$ cat src/rtl/vtg_pkg.sv
// Shared widths and the captured timing set of the raster generator.
package vtg_pkg;
    parameter int unsigned TG_HW = 12;   // horizontal count width
    parameter int unsigned TG_VW = 11;   // vertical count width

    typedef struct packed {
        logic [TG_HW-1:0] h_end;
        logic [TG_HW-1:0] h_act;
        logic [TG_HW-1:0] hs_beg;
        logic [TG_HW-1:0] hs_end;
        logic [TG_HW-1:0] vs_off;
        logic             hs_pol;
        logic [TG_VW-1:0] w0_beg;
        logic [TG_VW-1:0] w0_end;
        logic [TG_VW-1:0] w1_beg;
        logic [TG_VW-1:0] w1_end;
        logic [TG_VW-1:0] vs0_beg;
        logic [TG_VW-1:0] vs0_end;
        logic [TG_VW-1:0] vs1_beg;
        logic [TG_VW-1:0] vs1_end;
        logic             vs_pol;
        logic             ilace;
    } vtg_cfg_t;
endpackage

$ cat src/rtl/vtg_cfg_shadow.sv
// Holds the timing set used by the running frame.
// Assumes: load is high while stopped and on the frame-wrap cycle only.
module vtg_cfg_shadow
    import vtg_pkg::*;
(
    input  logic     clk,
    input  logic     rst_n,
    input  logic     load,
    input  vtg_cfg_t cfg_in,
    output vtg_cfg_t cfg_q
);
    // capture the live inputs when allowed, otherwise hold
    always_ff @(posedge clk) begin
        if (!rst_n)
            cfg_q <= '0;
        else if (load)
            cfg_q <= cfg_in;
    end
endmodule

$ cat src/rtl/vtg_raster_cnt.sv
// Pixel and line counters with a run flag.
// Assumes: totals come from the shadow set and change only at the wrap.
// The first enabled edge arms the run flag and leaves the counters at
// the origin, so pixel (0,0) is decoded on the edge after that.
module vtg_raster_cnt #(
    parameter int unsigned HW = 12,
    parameter int unsigned VW = 11
) (
    input  logic          clk,
    input  logic          rst_n,
    input  logic          en,
    input  logic [HW-1:0] h_total,
    input  logic [VW-1:0] v_total,
    output logic          run,
    output logic [HW-1:0] hcnt,
    output logic [VW-1:0] vcnt,
    output logic          wrap
);
    localparam logic [HW-1:0] H_ONE = HW'(1);
    localparam logic [VW-1:0] V_ONE = VW'(1);

    logic [HW-1:0] h_last;
    logic [VW-1:0] v_last;
    logic          h_hit;
    logic          v_hit;

    // last valid positions of the raster
    always_comb begin
        h_last = h_total - H_ONE;
        v_last = v_total - V_ONE;
        h_hit  = (hcnt == h_last);
        v_hit  = (vcnt == v_last);
        wrap   = run && h_hit && v_hit;
    end

    // advance one pixel per clock while running
    always_ff @(posedge clk) begin
        if (!rst_n || !en) begin
            run  <= 1'b0;
            hcnt <= '0;
            vcnt <= '0;
        end else if (!run) begin
            run <= 1'b1;
        end else if (h_hit) begin
            hcnt <= '0;
            vcnt <= v_hit ? '0 : vcnt + V_ONE;
        end else begin
            hcnt <= hcnt + H_ONE;
        end
    end
endmodule

$ cat src/rtl/vtg_window_decode.sv
// Combinational decode of counters against the captured timing set.
// Frame-sync windows compare (line, pixel) pairs in raster order, so an
// edge may fall part-way along a line. Assumes the shifted start is
// smaller than the line length.
module vtg_window_decode
    import vtg_pkg::*;
#(
    parameter int unsigned HW = 12,
    parameter int unsigned VW = 11
) (
    input  vtg_cfg_t      cfg,
    input  logic [HW-1:0] hcnt,
    input  logic [VW-1:0] vcnt,
    output logic          hs_act,
    output logic          vs_act,
    output logic          de_act,
    output logic          fld
);
    // true when (v,h) is at or after (lv,lh) in raster order
    function automatic logic reached(input logic [VW-1:0] v, input logic [HW-1:0] h,
                                     input logic [VW-1:0] lv, input logic [HW-1:0] lh);
        return (v > lv) || ((v == lv) && (h >= lh));
    endfunction

    logic [HW-1:0] hp1;
    logic          vs0_in;
    logic          vs1_in;
    logic          row0_in;
    logic          row1_in;
    logic          col_in;

    // window membership for both fields
    always_comb begin
        hp1     = cfg.hs_beg + cfg.vs_off;
        hs_act  = (hcnt >= cfg.hs_beg) && (hcnt < cfg.hs_end);
        vs0_in  = reached(vcnt, hcnt, cfg.vs0_beg, cfg.hs_beg) &&
                  !reached(vcnt, hcnt, cfg.vs0_end, cfg.hs_beg);
        vs1_in  = reached(vcnt, hcnt, cfg.vs1_beg, hp1) &&
                  !reached(vcnt, hcnt, cfg.vs1_end, hp1);
        vs_act  = vs0_in || (cfg.ilace && vs1_in);
        row0_in = (vcnt >= cfg.w0_beg) && (vcnt < cfg.w0_end);
        row1_in = cfg.ilace && (vcnt >= cfg.w1_beg) && (vcnt < cfg.w1_end);
        col_in  = (hcnt >= cfg.h_act) && (hcnt < cfg.h_end);
        de_act  = col_in && (row0_in || row1_in);
        fld     = cfg.ilace && (vcnt >= cfg.w0_end);
    end
endmodule

$ cat src/rtl/vtg_top.sv
// Raster timing generator top: shadow capture, counters, decode and a
// registered output stage. Assumes all inputs are synchronous to clk.
module vtg_top
    import vtg_pkg::*;
(
    input  logic               clk,
    input  logic               rst_n,
    input  logic               en,
    input  logic [TG_HW-1:0]   line_end,
    input  logic [TG_HW-1:0]   act_start,
    input  logic [TG_HW-1:0]   hs_start,
    input  logic [TG_HW-1:0]   hs_stop,
    input  logic               hs_low,
    input  logic [TG_HW-1:0]   vs_shift,
    input  logic [TG_VW-1:0]   win0_first,
    input  logic [TG_VW-1:0]   win0_last,
    input  logic [TG_VW-1:0]   win1_first,
    input  logic [TG_VW-1:0]   win1_last,
    input  logic [TG_VW-1:0]   vs0_first,
    input  logic [TG_VW-1:0]   vs0_last,
    input  logic [TG_VW-1:0]   vs1_first,
    input  logic [TG_VW-1:0]   vs1_last,
    input  logic               vs_low,
    input  logic               interlace,
    output logic               hsync,
    output logic               vsync,
    output logic               de,
    output logic               field
);
    localparam int unsigned HW = TG_HW;
    localparam int unsigned VW = TG_VW;

    vtg_cfg_t      cfg_in;
    vtg_cfg_t      sh_cfg;
    logic          run;
    logic          wrap;
    logic [HW-1:0] hcnt;
    logic [VW-1:0] vcnt;
    logic [VW-1:0] v_total;
    logic          hs_act, vs_act, de_act, fld;

    // gather the live timing inputs into one set
    always_comb begin
        cfg_in.h_end   = line_end;
        cfg_in.h_act   = act_start;
        cfg_in.hs_beg  = hs_start;
        cfg_in.hs_end  = hs_stop;
        cfg_in.vs_off  = vs_shift;
        cfg_in.hs_pol  = hs_low;
        cfg_in.w0_beg  = win0_first;
        cfg_in.w0_end  = win0_last;
        cfg_in.w1_beg  = win1_first;
        cfg_in.w1_end  = win1_last;
        cfg_in.vs0_beg = vs0_first;
        cfg_in.vs0_end = vs0_last;
        cfg_in.vs1_beg = vs1_first;
        cfg_in.vs1_end = vs1_last;
        cfg_in.vs_pol  = vs_low;
        cfg_in.ilace   = interlace;
    end

    // frame length follows the field layout of the captured set
    always_comb v_total = sh_cfg.ilace ? sh_cfg.w1_end : sh_cfg.w0_end;

    vtg_cfg_shadow u_shadow (
        .clk    (clk),
        .rst_n  (rst_n),
        .load   (!run || wrap || !en),
        .cfg_in (cfg_in),
        .cfg_q  (sh_cfg)
    );

    vtg_raster_cnt #(.HW(HW), .VW(VW)) u_cnt (
        .clk     (clk),
        .rst_n   (rst_n),
        .en      (en),
        .h_total (sh_cfg.h_end),
        .v_total (v_total),
        .run     (run),
        .hcnt    (hcnt),
        .vcnt    (vcnt),
        .wrap    (wrap)
    );

    vtg_window_decode #(.HW(HW), .VW(VW)) u_dec (
        .cfg    (sh_cfg),
        .hcnt   (hcnt),
        .vcnt   (vcnt),
        .hs_act (hs_act),
        .vs_act (vs_act),
        .de_act (de_act),
        .fld    (fld)
    );

    // register outputs; idle raster drives inactive sync levels
    always_ff @(posedge clk) begin
        if (!rst_n) begin
            hsync <= 1'b0;
            vsync <= 1'b0;
            de    <= 1'b0;
            field <= 1'b0;
        end else if (!run) begin
            hsync <= sh_cfg.hs_pol;
            vsync <= sh_cfg.vs_pol;
            de    <= 1'b0;
            field <= 1'b0;
        end else begin
            hsync <= hs_act ^ sh_cfg.hs_pol;
            vsync <= vs_act ^ sh_cfg.vs_pol;
            de    <= de_act;
            field <= fld;
        end
    end
endmodule

$ cat config.mk
export PLATFORM = sky130hd
export DESIGN_NAME = vtg_top
export DESIGN_NICKNAME = d
export VERILOG_FILES = /design/src/rtl/vtg_pkg.sv /design/src/rtl/vtg_cfg_shadow.sv /design/src/rtl/vtg_raster_cnt.sv /design/src/rtl/vtg_window_decode.sv /design/src/rtl/vtg_top.sv
export SDC_FILE = /design/constraint.sdc
export NUM_CORES = 1
export LEC_CHECK = 0
export CORE_MARGIN = 2
export CORE_UTILIZATION = 60
export CTS_CLUSTER_DIAMETER = 120
export DETAILED_ROUTE_END_ITERATION = 10
export PLACE_DENSITY = 0.92
export RECOVER_POWER = 100
export SLEW_MARGIN = 25
export SYNTH_ARGS = -nofsm -noshare
export SYNTH_HDL_FRONTEND = slang
export SYNTH_HIERARCHICAL = 1
export SYNTH_SLANG_ARGS = --single-unit
$ cat constraint.sdc
create_clock -name clk -period 7.7 [get_ports clk]
set_input_delay 1.54 -clock clk [delete_from_list [all_inputs] [get_ports clk]]
set_output_delay 1.54 -clock clk [all_outputs]
set_load 0.03 [all_outputs]
* Yosys cells after proc, flatten, opt, wreduce, memory -nomap -nowiden
Cells that the tools add are included.
** Storage, ports and cells
- Logic and storage cells :: 88
- Register bits :: 179
- Output and inout port bits :: 4
- Input port bits :: 154
** Operators by class
- Multiplexer cells :: 6
- Reductions and logical operators :: 32
- Add/sub/neg operators :: 5
- Equality and inequality tests :: 6
- Bitwise gates (word level) :: 2
- Order comparisons :: 14
** Operator list (number)
- 11-bit equality test :: 5
- 11-bit greater-than comparator :: 4
- 12-bit >= comparator :: 3
- 11-bit >= comparator :: 3
- 12-bit less-than comparator :: 2
- 11-bit less-than comparator :: 2
- 11-bit two-way mux :: 2
- 1-bit logical AND :: 16
- 12-bit by 1-bit adder with 12-bit output (second input constant) :: 1
- 12-bit adder :: 1
- 12-bit equality test :: 1
- 12-bit two-way mux :: 1
- 12-bit by 1-bit subtractor with 12-bit output (second input constant) :: 1
- 11-bit by 1-bit adder with 11-bit output (second input constant) :: 1
- 11-bit by 1-bit subtractor with 11-bit output (second input constant) :: 1
- 1-bit logical OR :: 9
- 1-bit logical NOT :: 5
- 2-bit AND reduction :: 2
- 1-bit two-way mux :: 3
- 1-bit XOR :: 2

* Logic depth before layout (Yosys ltp)
- Depth after elaboration :: 10
- Gate-level depth with buffers :: 17
- Gate-level depth less buffers :: 17

* Hierarchy
Netlist, hierarchy kept.
** By module, submodules not included
- vtg_cfg_shadow :: cells each 486, times used 1, area each 5743.0 um^2
- vtg_window_decode :: cells each 540, times used 1, area each 4000.1 um^2
- vtg_raster_cnt :: cells each 241, times used 1, area each 1926.8 um^2
- vtg_top :: cells each 27, times used 1, area each 320.3 um^2

* Worst setup path before layout
Ideal clock, no wire load.
- Path type :: flip-flop to flip-flop
- Start point :: reg u_shadow/cfg_q[0] (netlist bit)
- End point :: reg u_shadow/cfg_q[100] (netlist bit)
- Cell stages (with the launch flop) :: 18
- Arrival :: 3.752 ns
- Path slack :: 3.832 ns
- Library setup time :: 0.116 ns
- Path buffers :: 5
- Period minus slack after synthesis :: 3.868 ns
- Path through :: dfxtp_1 buf_6 mux2_4 inv_1 ha_1 or4b_2 nor3b_1 o2bb2ai_1 a221o_1 nand4b_1 nor4_1 buf_2 nand3b_1 buf_4 buf_8 buf_8 mux2i_1 nor2b_1
** Between the ends
- Cells in the longest elaborated chain, start to end :: 6
** Ends and longest elaborated chain
- start: declaration :: line vtg_cfg_shadow.sv:10 : output vtg_cfg_t cfg_q
- start signal: assignment :: line vtg_cfg_shadow.sv:17 : cfg_q <= cfg_in;
- 11-bit two-way mux :: line vtg_top.sv:63 : always_comb v_total = sh_cfg.ilace ? sh_cfg.w1_end : sh_cfg.w0_end;
- via v_total[0] :: line vtg_top.sv:39 : logic [VW-1:0] v_total;
- 11-bit by 1-bit subtractor with 11-bit output :: line vtg_raster_cnt.sv:30 : v_last = v_total - V_ONE;
- 11-bit equality test :: line vtg_raster_cnt.sv:32 : v_hit = (vcnt == v_last);
- 1-bit logical AND :: line vtg_raster_cnt.sv:33 : wrap = run && h_hit && v_hit;
- via wrap :: line vtg_top.sv:36 : logic wrap;
- 1-bit logical OR (2 in series) :: line vtg_top.sv:68 : .load (!run || wrap || !en),
The timed path passes the listed nets, and every way through them passes these cells.
A chain may end at the register's enable or synchronous reset.

* Worst setup path after layout
- Start point :: in rst_n
- End point :: reg de
** Between the ends
- Cells in the longest elaborated chain, start to end :: 1
** Ends and longest elaborated chain
- start: declaration :: line vtg_top.sv:7 : input logic rst_n,
- 2-bit AND reduction (no line)
- end signal: assignment :: line vtg_top.sv:110 : de <= de_act;
- end: declaration :: line vtg_top.sv:27 : output logic de,
No other way between the ends.

==> run summary <==
I/O Buffers = 157
chip width = 145 um
# diodes = 0
Inserted Clock Buffers = 17
ANT nets after route = 0
met2 routed WL = 14700 um
First DRT Iteration DRCs = 739
Worst setup EP type = flip-flop
Syn-to-layout area delta = 18.5%
count of final hold-check violations = 0
DRC viols = 0
clk_lat worst skew = 0.44 ns
sequential element share of the synthesized area = 0.299
Root Buffer = clkbuf_16
antenna violations before repair = 0
largest net degree at the start of global routing = 118
core area = 0.0195 mm^2
leak pwr = 6.97 nW
RSZ-0062 raised after global routing = no
# IOs = 158
Remaining Overflow, GRT = 0
Vias/cell = 5.77
min Tclk post-route = 5.55 ns
syn avg cell area = 9.27 um^2
die area = 0.0211 mm^2
Synth area leaders = dfxtp_1 30%, ha_1 17%, mux2i_1 13%
Max-cap violations = 2
Synth top area share = 0.299
synth unique cells = 67
net count after synthesis = 1609
first-pass GRT wire length = 48700 um
GP Congestion = 0.912
dominant synthesized flop cell = dfxtp_1
startpoint types = primary input
Hold Path Class = flip-flop to flip-flop
Req. time, crit path = 8.06 ns
slew margin rel. = -1.49
WL/cell = 17.4 um
Total Neg Setup Slack = 0 ns
vias in the first global route = 10100
Routed WL = 29700 um
Final Setup Violations = 0
CTS tree = built
routed length on met3 = 1730 um
Final nets = 1744
# clock sinks = 179
post-cts sizing count = 0
Starting Density = 0.614
commonest cells in the netlist = 179 x dfxtp_1, 160 x ha_1, 158 x mux2i_1
H-tree depth = 4
Post-Syn Area = 0.0120 mm^2
max-slew violations = 161
cells after synthesis = 1294
DPL Wire Length = 20800 um
YS warnings = 6
achievable frequency = 0.180 GHz
IR drop worst, VDD = 0.000160 V
Max clock buf depth = 2
Worst EP arrival = 5.91 ns
Final Util = 0.728
row count = 51
Final Cycle Share = 0.721
Crit Path Category = primary input to flip-flop
ys async rst share = 0
worst-case clock skew = 0.0176 ns
share of cells above drive strength 1 = 0.0396
routed length on met1 = 12500 um
Slew @ Worst Pin = 3.73 ns
Total Routing Usage GR = 0.281
number of synthesized register bits = 179
Setup Buffers After CTS = 0
failing checks = capacitance limit, slew limit
Post-synth EDFFs = 0
cell with the most instances after synthesis = dfxtp_1
area leader, netlist = dfxtp_1
hold_buf cts = 0
DR top layer = met4
CP Max Fanout = 114
status = finished with violations
DR vias = 9843
Pre-antenna DRT Iters = 5
Reg clk slew, reported paths = 0.07 ns
Power Dens Cells = 166 mW/mm^2
Die H = 145 um
[report_power, final]
| part | internal [mW] | switching (mW) | leakage [nW] |
|---|---|---|---|
| logic | 0.221 | 0.190 | 5.18 |
| clock network | 0.546 | 0.378 | 0.301 |
| registers | 0.976 | 0.0432 | 1.48 |
| total | 1.74 | 0.611 | 6.97 |
[cell usage in the layout (no fill, tap or decap), drive strengths merged, types with 10 or more instances in the layout]
cell	instances
dfxtp	179
ha	160
mux2i	158
nor2b	154
clkdlybuf4s50	151
inv	144
a21oi	50
nand2	42
o21ai	39
nor2	37
xnor2	31
nand4	30
a21o	27
xor2	25
clkbuf	23
nand3	20
nor3	18
nand2b	13
mux2	12
nor4	11
a211oi	10
[sequential cells by signal, indices dropped and copies added, names as in the netlist]
signal	cells
u_shadow/cfg_q	151
u_cnt/hcnt	12
u_cnt/vcnt	11
de	1
field	1
hsync	1
u_cnt/run	1
vsync	1
[stage by stage]
step	total power [mW]	hold WS, ns	setup WS, ns	cell area (um^2)	std cells
finish	2.35	0.495	2.15	14200	1706
global route	2.45	0.520	1.65	14200	1706
CTS	2.36	0.495	2.89	14200	1706
detailed placement	1.44	0.485	3.00	13600	1675
global placement	1.42	0.468	3.16	13600	1675
floorplan	1.29	0.452	3.83	12000	1294
[critical path, stage by stage]
cell and delay, ns:
clkbuf_1 1.15, clkbuf_1 2.71, and3_1 0.47
[cell type report]
cell class / count / area, um^2
Sequential cell: 179 / 3580
Inverter: 141 / 529
Tap cell: 265 / 332
Timing Repair Buffer: 161 / 1600
Multi-Input combinational cell: 929 / 7550
Clock inverter: 11 / 176
Clock buffer: 20 / 437
Fill cell: 1396 / 5310
[kinds of logic (layout without fill, tap and decap cells)]
kind of cell,after synthesis,in the layout,synth area share
flops,179,179,0.299
mux,170,170,0.146
compound gates,186,186,0.105
fa+ha+maj,161,161,0.169
simple gates,356,356,0.170
buf+inv,186,333,0.0707
xor+xnor,56,56,0.0409
[path summary, 6_finish.rpt]
path,slack [ns],start,cells after the start,endpoint
setup / recovery,2.15,rst_n,3,de
hold / removal,0.50,u_shadow/cfg_q[1],2,vsync
setup reg to reg,2.38,u_shadow/cfg_q[0],14,u_shadow/cfg_q[20]
hold reg to reg,0.50,u_shadow/cfg_q[1],2,vsync
[metal layers]
| metal | vias to the layer above | global-route usage |
|---|---|---|
| met4 | 0 | 0.106 |
| met1 | 4616 | 0.338 |
| li1 | 4779 | - |
| met2 | 371 | 0.499 |
| met3 | 77 | 0.0508 |
| met5 | - | 0 |
(Power assumes the default switching activity.)
